--- src/rtl/brk_pkg.sv ---
package brk_pkg;

  typedef enum logic [1:0] {
    IDLE_S  = 2'd0,
    ARMED_S = 2'd1,
    SEND_S  = 2'd2
  } brkState_t;

  // Strobes from control to datapath; at most one active per cycle.
  typedef struct packed {
    logic load;      // capture count and format
    logic startLow;  // pull line low, begin first character
    logic stepBit;   // advance one bit inside the break
    logic endBreak;  // release line, signal completion
    logic zeroDone;  // empty break: completion only
  } brkStrobes_t;

endpackage

--- src/rtl/brk_ctrl.sv ---
module brk_ctrl
  import brk_pkg::*;
(
  input  logic        clk,
  input  logic        rstN,
  input  logic        bitTick,
  input  logic        stopCmd,
  input  logic        countZero,
  input  logic        lastBit,
  input  logic        lastChar,
  output brkStrobes_t strobes
);

  brkState_t state;
  brkState_t nextState;

  always_comb begin
    strobes   = '0;
    nextState = state;
    unique case (state)
      IDLE_S: begin
        if (stopCmd) begin
          if (countZero) begin
            strobes.zeroDone = 1'b1;
          end else begin
            strobes.load = 1'b1;
            nextState    = ARMED_S;
          end
        end
      end
      ARMED_S: begin
        if (bitTick) begin
          strobes.startLow = 1'b1;
          nextState        = SEND_S;
        end
      end
      SEND_S: begin
        if (bitTick) begin
          if (lastBit && lastChar) begin
            strobes.endBreak = 1'b1;
            nextState        = IDLE_S;
          end else begin
            strobes.stepBit = 1'b1;
          end
        end
      end
      default: nextState = IDLE_S;
    endcase
  end

  always_ff @(posedge clk) begin
    if (!rstN) state <= IDLE_S;
    else       state <= nextState;
  end

  AST_ONE_STROBE: assert property (@(posedge clk) disable iff (!rstN)
    $onehot0(strobes)) else $error("more than one strobe active");
  AST_BUSY_IGNORES_CMD: assert property (@(posedge clk) disable iff (!rstN)
    (state != IDLE_S) && stopCmd |=> (state != IDLE_S) || $past(strobes.endBreak)) else $error("command disturbed a running break");
  AST_WAIT_FOR_TICK: assert property (@(posedge clk) disable iff (!rstN)
    (state == ARMED_S) && !bitTick |=> (state == ARMED_S)) else $error("left pending state without a tick");

endmodule

--- src/rtl/brk_datapath.sv ---
module brk_datapath
  import brk_pkg::*;
#(
  parameter int CNT_W  = 8,
  parameter int DLEN_W = 4
) (
  input  logic              clk,
  input  logic              rstN,
  input  logic              bitTick,
  input  brkStrobes_t       strobes,
  input  logic [CNT_W-1:0]  breakCount,
  input  logic [DLEN_W-1:0] dataLen,
  input  logic              parityEn,
  input  logic              twoStop,
  output logic              countZero,
  output logic              lastBit,
  output logic              lastChar,
  output logic              txLine,
  output logic              donePulse
);

  localparam int LEN_W = DLEN_W + 2;

  logic [LEN_W-1:0] charLen;
  logic [LEN_W-1:0] lenReg;
  logic [LEN_W-1:0] bitIdx;
  logic [CNT_W-1:0] charsLeft;

  // start + data + parity + stop(s)
  assign charLen = LEN_W'(dataLen) + LEN_W'(parityEn) + LEN_W'(twoStop) + LEN_W'(2);

  assign countZero = (breakCount == '0);
  assign lastBit   = (bitIdx == lenReg - LEN_W'(1));
  assign lastChar  = (charsLeft == CNT_W'(1));

  always_ff @(posedge clk) begin
    if (!rstN) begin
      lenReg    <= '0;
      charsLeft <= '0;
      bitIdx    <= '0;
    end else begin
      if (strobes.load) begin
        lenReg    <= charLen;
        charsLeft <= breakCount;
      end
      if (strobes.startLow) begin
        bitIdx <= '0;
      end else if (strobes.stepBit) begin
        if (lastBit) begin
          bitIdx    <= '0;
          charsLeft <= charsLeft - CNT_W'(1);
        end else begin
          bitIdx <= bitIdx + LEN_W'(1);
        end
      end
    end
  end

  always_ff @(posedge clk) begin
    if (!rstN) begin
      txLine    <= 1'b1;
      donePulse <= 1'b0;
    end else begin
      if (strobes.startLow)      txLine <= 1'b0;
      else if (strobes.endBreak) txLine <= 1'b1;
      donePulse <= strobes.endBreak | strobes.zeroDone;
    end
  end

  AST_FALL_ON_TICK: assert property (@(posedge clk) disable iff (!rstN)
    $fell(txLine) |-> $past(bitTick)) else $error("line fell without a tick");
  AST_RISE_ON_TICK: assert property (@(posedge clk) disable iff (!rstN)
    $rose(txLine) |-> $past(bitTick)) else $error("line rose without a tick");
  AST_RISE_GIVES_DONE: assert property (@(posedge clk) disable iff (!rstN)
    $rose(txLine) |-> donePulse) else $error("line released without done");
  AST_DONE_WHILE_IDLE: assert property (@(posedge clk) disable iff (!rstN)
    donePulse |-> txLine) else $error("done while line low");
  AST_BIT_IN_RANGE: assert property (@(posedge clk) disable iff (!rstN)
    !txLine |-> (bitIdx < lenReg) && (charsLeft != '0)) else $error("counter out of range");

endmodule

--- src/rtl/brk_tx.sv ---
module brk_tx
  import brk_pkg::*;
#(
  parameter int CNT_W  = 8,
  parameter int DLEN_W = 4
) (
  input  logic              clk,
  input  logic              rstN,
  input  logic              bitTick,
  input  logic              stopCmd,
  input  logic [CNT_W-1:0]  breakCount,
  input  logic [DLEN_W-1:0] dataLen,
  input  logic              parityEn,
  input  logic              twoStop,
  output logic              txLine,
  output logic              donePulse
);

  brkStrobes_t strobes;
  logic        countZero;
  logic        lastBit;
  logic        lastChar;

  brk_ctrl i_ctrl (
    .clk       (clk),
    .rstN      (rstN),
    .bitTick   (bitTick),
    .stopCmd   (stopCmd),
    .countZero (countZero),
    .lastBit   (lastBit),
    .lastChar  (lastChar),
    .strobes   (strobes)
  );

  brk_datapath #(
    .CNT_W  (CNT_W),
    .DLEN_W (DLEN_W)
  ) i_datapath (
    .clk        (clk),
    .rstN       (rstN),
    .bitTick    (bitTick),
    .strobes    (strobes),
    .breakCount (breakCount),
    .dataLen    (dataLen),
    .parityEn   (parityEn),
    .twoStop    (twoStop),
    .countZero  (countZero),
    .lastBit    (lastBit),
    .lastChar   (lastChar),
    .txLine     (txLine),
    .donePulse  (donePulse)
  );

endmodule

--- config.mk ---
export PLATFORM = sky130hd
export DESIGN_NAME = brk_tx
export DESIGN_NICKNAME = d
export VERILOG_FILES = /design/src/rtl/brk_pkg.sv /design/src/rtl/brk_ctrl.sv /design/src/rtl/brk_datapath.sv /design/src/rtl/brk_tx.sv
export SDC_FILE = /design/constraint.sdc
export NUM_CORES = 1
export LEC_CHECK = 0
export BUFFER_PORTS_ARGS = -buffer_cell sky130_fd_sc_hd__buf_4
export CAP_MARGIN = 40
export CORE_ASPECT_RATIO = 0.5
export CORE_MARGIN = 4
export CORE_UTILIZATION = 45
export DETAILED_ROUTE_END_ITERATION = 12
export GPL_ROUTABILITY_DRIVEN = 0
export GPL_TIMING_DRIVEN = 1
export PLACE_DENSITY = 0.76
export SYNTH_ARGS = -nofsm -noshare
export SYNTH_HDL_FRONTEND = slang
export SYNTH_SLANG_ARGS = --single-unit
--- constraint.sdc ---
create_clock -name clk -period 2.19 [get_ports clk]
set_input_delay 0.438 -clock clk [delete_from_list [all_inputs] [get_ports clk]]
set_output_delay 0.438 -clock clk [all_outputs]
set_load 0.02 [all_outputs]
* Word level (Yosys, flattened, before mapping)
Index checks and enable logic that the tools add are counted.
** Word-level totals
- Bits of input ports :: 18
- Bits in registers :: 24
** Operators by class
- Reductions and logical operators :: 6
- Bitwise operators :: 2
- Mux-type cells :: 25
- Add/subtract/negate cells :: 6
- Equality and inequality tests :: 9
** Operator list (number)
- $mux W8 :: 4
- $mux W2 :: 7
- $mux W1 :: 12
- $eq A8 B1 Y1 const B :: 1
- $logic_not A8 Y1 :: 1
- $ne A2 B2 Y1 const B :: 4
- $sub A8 B1 Y8 const B :: 1
- $add A6 B1 Y6 :: 1
- $add A6 B1 Y6 const B :: 1
- $add A6 B2 Y6 const B :: 1
- $eq A6 B6 Y1 :: 1
- $mux W6 :: 1
- $pmux W2 S3 :: 1
- $sub A6 B1 Y6 const B :: 1
- $add A4 B1 Y5 :: 1
- $reduce_and A5 Y1 :: 1
- $eq A2 B1 Y1 const B :: 1
- $eq A2 B2 Y1 const B :: 1
- $logic_not A2 Y1 :: 1
- $ne A2 B1 Y1 const B :: 1
- $reduce_bool A2 Y1 :: 1
- $reduce_or A2 Y1 :: 1
- $logic_and A1 B1 Y1 :: 1
- $not A1 Y1 :: 1
- $or A1 B1 Y1 :: 1

* Depth between registers and ports, before layout
- Depth in word-level cells :: 8
- Mapped depth :: 9

* By module
From an unflattened synthesis, not the netlist that was laid out.
** Unflattened totals
- Cells, all modules :: 161
- Area total of the unflattened synthesis :: 1461.4 µm²
** Modules (own cells, without submodules)
- brk_datapath :: area each 1318.8 µm², times used 1, sequential area each 420.4 µm², cells each 145
- brk_ctrl :: area each 142.6 µm², times used 1, sequential area each 40.0 µm², cells each 16

* Worst setup path after synthesis
OpenSTA, ideal clock, no wires.
- Kind :: flip-flop to flip-flop
- From :: register i_datapath.lenReg[0]
- To :: register i_datapath.charsLeft[4]
- Setup slack :: 0.195 ns
- Setup time :: 0.120 ns
- Buffers on the path :: 1
- Stages on the path, launching flop included :: 10
- Required time :: 2.070 ns
- Data arrival time :: 1.875 ns
- Cells stage by stage :: dfxtp_1 > inv_1 > ha_1 > xnor2_1 > nor2_1 > o211ai_4 > nor3_4 > buf_6 > a31oi_1 > o31a_1
** On the way
- Cells in the longest elaborated chain, start to end :: 8
** RTL lines
- start: declaration :: RTL line brk_datapath.sv:25 : logic [LEN_W-1:0] lenReg;
- start signal: assignment :: RTL line brk_datapath.sv:43 : lenReg <= charLen;
- $sub A6 B1 Y6 * :: RTL line brk_datapath.sv:33 : assign lastBit = (bitIdx == lenReg - LEN_W'(1));
- $eq A6 B6 Y1 * :: RTL line brk_datapath.sv:33
- $logic_and A1 B1 Y1 :: RTL line brk_ctrl.sv:39 : if (lastBit && lastChar) begin
- $mux W1 :: RTL line brk_ctrl.sv:39
- $mux W2 :: RTL line brk_ctrl.sv:38 : if (bitTick) begin
- $mux W2 :: RTL line brk_ctrl.sv:20 : unique case (state)
- $mux W8 * :: RTL line brk_datapath.sv:48 : end else if (strobes.stepBit) begin
- $mux W8 * :: RTL line brk_datapath.sv:46 : if (strobes.startLow) begin
- end signal: assignment :: RTL line brk_datapath.sv:44 : charsLeft <= breakCount;
- end signal: assignment :: RTL line brk_datapath.sv:51 : charsLeft <= charsLeft - CNT_W'(1);
- end: declaration :: RTL line brk_datapath.sv:27 : logic [CNT_W-1:0] charsLeft;
Mark *: on every way between the ends. The rest lies on a longest branch, timed or not.
A chain may end at the register's enable or synchronous reset.

* Final worst setup path
- From :: register i_datapath.lenReg[0]
- To :: register i_datapath.charsLeft[7]
Same word-level chain as after synthesis.

==> summary by stage <==
Setup path
The maximum fanout encountered on the critical timing path is 6. The worst setup path is launched from a flip-flop. The worst setup path is of the flip-flop to flip-flop kind. STA puts the critical path data arrival time at 2240 ps. The critical path's most frequent cell is sky130_fd_sc_hd__buf_4. Data on the critical path is required at its endpoint by 2350 ps. In this run the critical register-to-register path is launched from i_datapath.lenReg[0]. The number of cells traversed by the worst register-to-register path is 8. The critical path goes through buf_4, nor3_1, xnor2_2, o211ai_4, nor3_4, buf_4, a31oi_1, o31a_1.

In this run the critical register-to-register path is captured at i_datapath.charsLeft[7]. In this run the worst setup path begins at i_datapath.lenReg[0]. In this run the register-to-register setup slack is roughly 120 ps. The largest single stage delay on the critical path is 350 ps. Among all stages on the critical path, the largest delay is contributed by sky130_fd_sc_hd__nor3_1. STA classifies the critical path endpoint as a flip-flop.

Min path
Counting instances, the worst hold path has a depth of 3. The worst hold-check path type is primary input to flip-flop. The path with the worst hold slack has its endpoint at i_datapath.charsLeft[2]. The startpoint identified for the worst hold timing path is breakCount[2].

Routing
After detailed routing, the average wire length per cell comes to 14.92 um. In the routed design, unresolved DRC markers number 0. After the first detailed-routing iteration, the DRC count stood at between 70 and 80. After detailed routing, the total wire length is about 4000 um. The first detailed-routing pass took 4 iterations. The number of nets with antenna violations after routing is 0. Dividing the detail-routed via count by the number of cells gives 5.774. The total via count after detailed routing is 1530.

Floorplan
The height of the die is 50.15 um. In this run the core area contains 14 standard-cell rows. The x dimension of the die is 92.30 um.

The area of the die is approximately 4600 sq um. The top-level port count is 20. The standard cell core area is 3188 sq um. The initial cell density of the core is 50.16%.

Global route
Entering global routing, the biggest net connects 15 pins. For met1 alone, demand over resource in global routing was 24.77%. Global routing finished with a remaining overflow of 0. The global routing usage on met3 is 3.284%. The via count of the first global-routing pass is 1302. The first global-routing pass estimated 6334 um of wire. The initial antenna violation count was 0.

Global routing used 17.09% of the available tracks. In this run the most used layer during global routing was met2. The met2 usage is about a quarter.

CTS
Clock latency on the worst-skew pair, taken at its later pin, is 270 ps. The clock slew seen by the registers of the worst setup and hold paths is 80 ps. The clock passes through at most 2 buffers. The clock drives 24 sinks. The number of buffers created by CTS is 3.

The cell at the root of the clock tree is sky130_fd_sc_hd__clkbuf_8. TritonCTS built the clock tree. CTS built an H-tree with a depth of 1.

STA
Once routing completed, OpenROAD measured the worst setup slack at between 100 and 150 ps. In this run the tightest slew margin relative to its limit is 66.02%. The number of max-slew violations in the final report is 0.

The post-route minimum period is 2074 ps. The highest clock rate is 482.3 MHz. The final count of hold timing violations was 0. For the final database, setup skew stands at ~4.4 ps. At the pin with the least slew margin, the transition time is 505.0 ps. Setup violations remaining at the end of the flow were counted as 0.

Of the available clock period, the critical path in the final layout requires 94.69%.

Finish
The final net count is 245. In the final layout, the multi-input gates occupy 1067 sq um. 0 antenna diodes ended up in the layout. At the end of the flow the core is filled with cells to between 50% and 60%. The footprint of the flip-flops and latches is 480.5 sq um. The top cell types in the final layout, fill and taps aside, are sky130_fd_sc_hd__buf_4, sky130_fd_sc_hd__dfxtp_1, sky130_fd_sc_hd__nand2_1, sky130_fd_sc_hd__nor2_1, sky130_fd_sc_hd__a21oi_1.

The layout has 301 filler cells. The area growth from synthesis to layout is 18.86%. The commonest non-fill, non-tap cell in the layout is sky130_fd_sc_hd__buf_4.

The count of non-filler cells in the finished layout is 265. The share of final-layout standard cells stronger than drive strength 1 is 21.66%.

Power
The total power after layout is 1.062 mW. For this design the ratio of total power to cell area is 558.9 nW/um^2. For this design the static power due to leakage is 0.7583 nW. The internal cell power is 0.7203 mW.

In this run, the clock network consumes about a quarter of the power. Across the VDD grid, the largest voltage drop is 0.2460 mV. In this run the power spent charging and discharging nets is 0.3419 mW. Of the total power, combinational logic draws roughly 29%. Per report_power, the sequential group accounts for a little under half of the total. Of the total power, the share spent switching nets is 32.19%.

Placement
Before CTS, the worst setup slack after placement is 99.32 ps. Counting tap cells, the placed design contains a total of 261 instances. The count of buffers from port buffering is 19. The half-perimeter wire length after placement is 3032 um.

Yosys
The top cell type's share of synthesized area is 30.05%. The number of synthesized flops with an enable pin is 0. Yosys mapped the design onto 56 distinct sky130hd cell types. The number of synthesis warnings is 0. The total standard cell area after synthesis is 1599 sq um. The share of synthesized flip-flops with an asynchronous set or reset is 0%.

The largest total area in the synthesized netlist belongs to sky130_fd_sc_hd__dfxtp_1. The register bit count reported by yosys is 24. The average instance in the mapped netlist occupies 8.460 sq um.

The number of nets handed over by synthesis was 215. Among all flip-flop cells after synthesis, the most frequent one is sky130_fd_sc_hd__dfxtp_1. The number of instances in the synthesized netlist is 189. By area the synthesized netlist is led by sky130_fd_sc_hd__dfxtp_1, sky130_fd_sc_hd__ha_1, sky130_fd_sc_hd__a21oi_1. The sequential-to-total area share from yosys stat is around 30%.

Flow run
The total of max-cap violations is 0.

Outcome
The flow ran to the end, and the final reports show no timing, DRC or antenna violations.
[critical path, delay by kind of cell (launching register included)]
family,cells,cell delay (ps)
compound gates,3,480
flops,1,320
buf+inv,2,320
xor+xnor,1,200
simple gates,2,640
[per-layer routing]
| metal | part of all wire (%) | vias up |
|---|---|---|
| li1 | - | 759 |
| met1 | 48 | 709 |
| met2 | 43 | 54 |
| met3 | 7.3 | 8 |
| met4 | 1.6 | 0 |
| met5 | 0 | - |
[cells in the mapped netlist (3+ instances only)]
library cell	n
sky130_fd_sc_hd__nor2_1	17
sky130_fd_sc_hd__nand2_1	17
sky130_fd_sc_hd__nor3_1	5
sky130_fd_sc_hd__nand3_1	3
sky130_fd_sc_hd__a21oi_1	15
sky130_fd_sc_hd__o21ai_1	5
sky130_fd_sc_hd__nor2b_1	4
sky130_fd_sc_hd__dfxtp_1	24
sky130_fd_sc_hd__a211oi_1	5
sky130_fd_sc_hd__ha_1	8
sky130_fd_sc_hd__inv_1	10
sky130_fd_sc_hd__and2_1	4
sky130_fd_sc_hd__and3_1	3
sky130_fd_sc_hd__o21ai_0	5
sky130_fd_sc_hd__xnor2_1	4
sky130_fd_sc_hd__a31oi_1	5
sky130_fd_sc_hd__xor2_1	6
[cell type report]
| cell class | count | area share [%] |
|---|---|---|
| Multi-Input combinational cell | 151 | 56.16 |
| Sequential cell | 24 | 25.28 |
| Timing Repair Buffer | 28 | 11.06 |
| Tap cell | 48 | 3.160 |
| Clock buffer | 3 | 2.172 |
| Inverter | 11 | 2.172 |
[power groups by stage]
| stage | clock network, mW | registers, mW | logic, mW |
|---|---|---|---|
| after floorplan | 0 | 0.494 | 0.205 |
| after global placement | 0 | 0.498 | 0.289 |
| after detailed placement | 0 | 0.498 | 0.299 |
| after CTS | 0.268 | 0.488 | 0.302 |
| after global routing | 0.291 | 0.493 | 0.342 |
| final | 0.260 | 0.489 | 0.312 |
[state kept, by name (all words and copies together) (netlist names)]
| name | cells |
|---|---|
| i_datapath.donePulse | 1 |
| i_datapath.lenReg | 6 |
| i_datapath.txLine | 1 |
| i_datapath.bitIdx | 6 |
| i_datapath.charsLeft | 8 |
| i_ctrl.state | 2 |
[worst max-delay path by stage]
stage	endpoint	depth (start not counted)
final	i_datapath.charsLeft[7]	8
after CTS	i_datapath.charsLeft[1]	9
after floorplan	i_datapath.charsLeft[4]	9
after global placement	i_datapath.charsLeft[2]	7
after global routing	i_datapath.charsLeft[1]	8
after detailed placement	i_datapath.charsLeft[2]	7
[cells by family after synthesis]
logic type,count (synthesis),share of synthesized area [%]
AO/OA/AOI/OAI,55,23.71
XOR/XNOR,11,6.495
adder cells (fa/ha/maj),8,6.260
buffers and inverters,14,3.834
flip-flops,24,30.05
multiplexers,3,2.739
AND/OR/NAND/NOR,74,26.92
[repair_timing]
item,4_1_cts,5_1_grt
resized for setup,0,2
setup buffers,0,1
setup endpoints to repair,0,1
hold buffers,0,0
[through the flow]
step / instance area (sq um) / setup TNS [ps] / hold WS [ps]
CTS: 1883 / 0 / 436.6
global placement: 1842 / 0 / 482.6
floorplan: 1599 / 0 / 469.2
detailed placement: 1842 / 0 / 486.5
global route: 1901 / -59.06 / 436.0
finish: 1901 / 0 / 439.6
(Power assumes the default switching activity.)
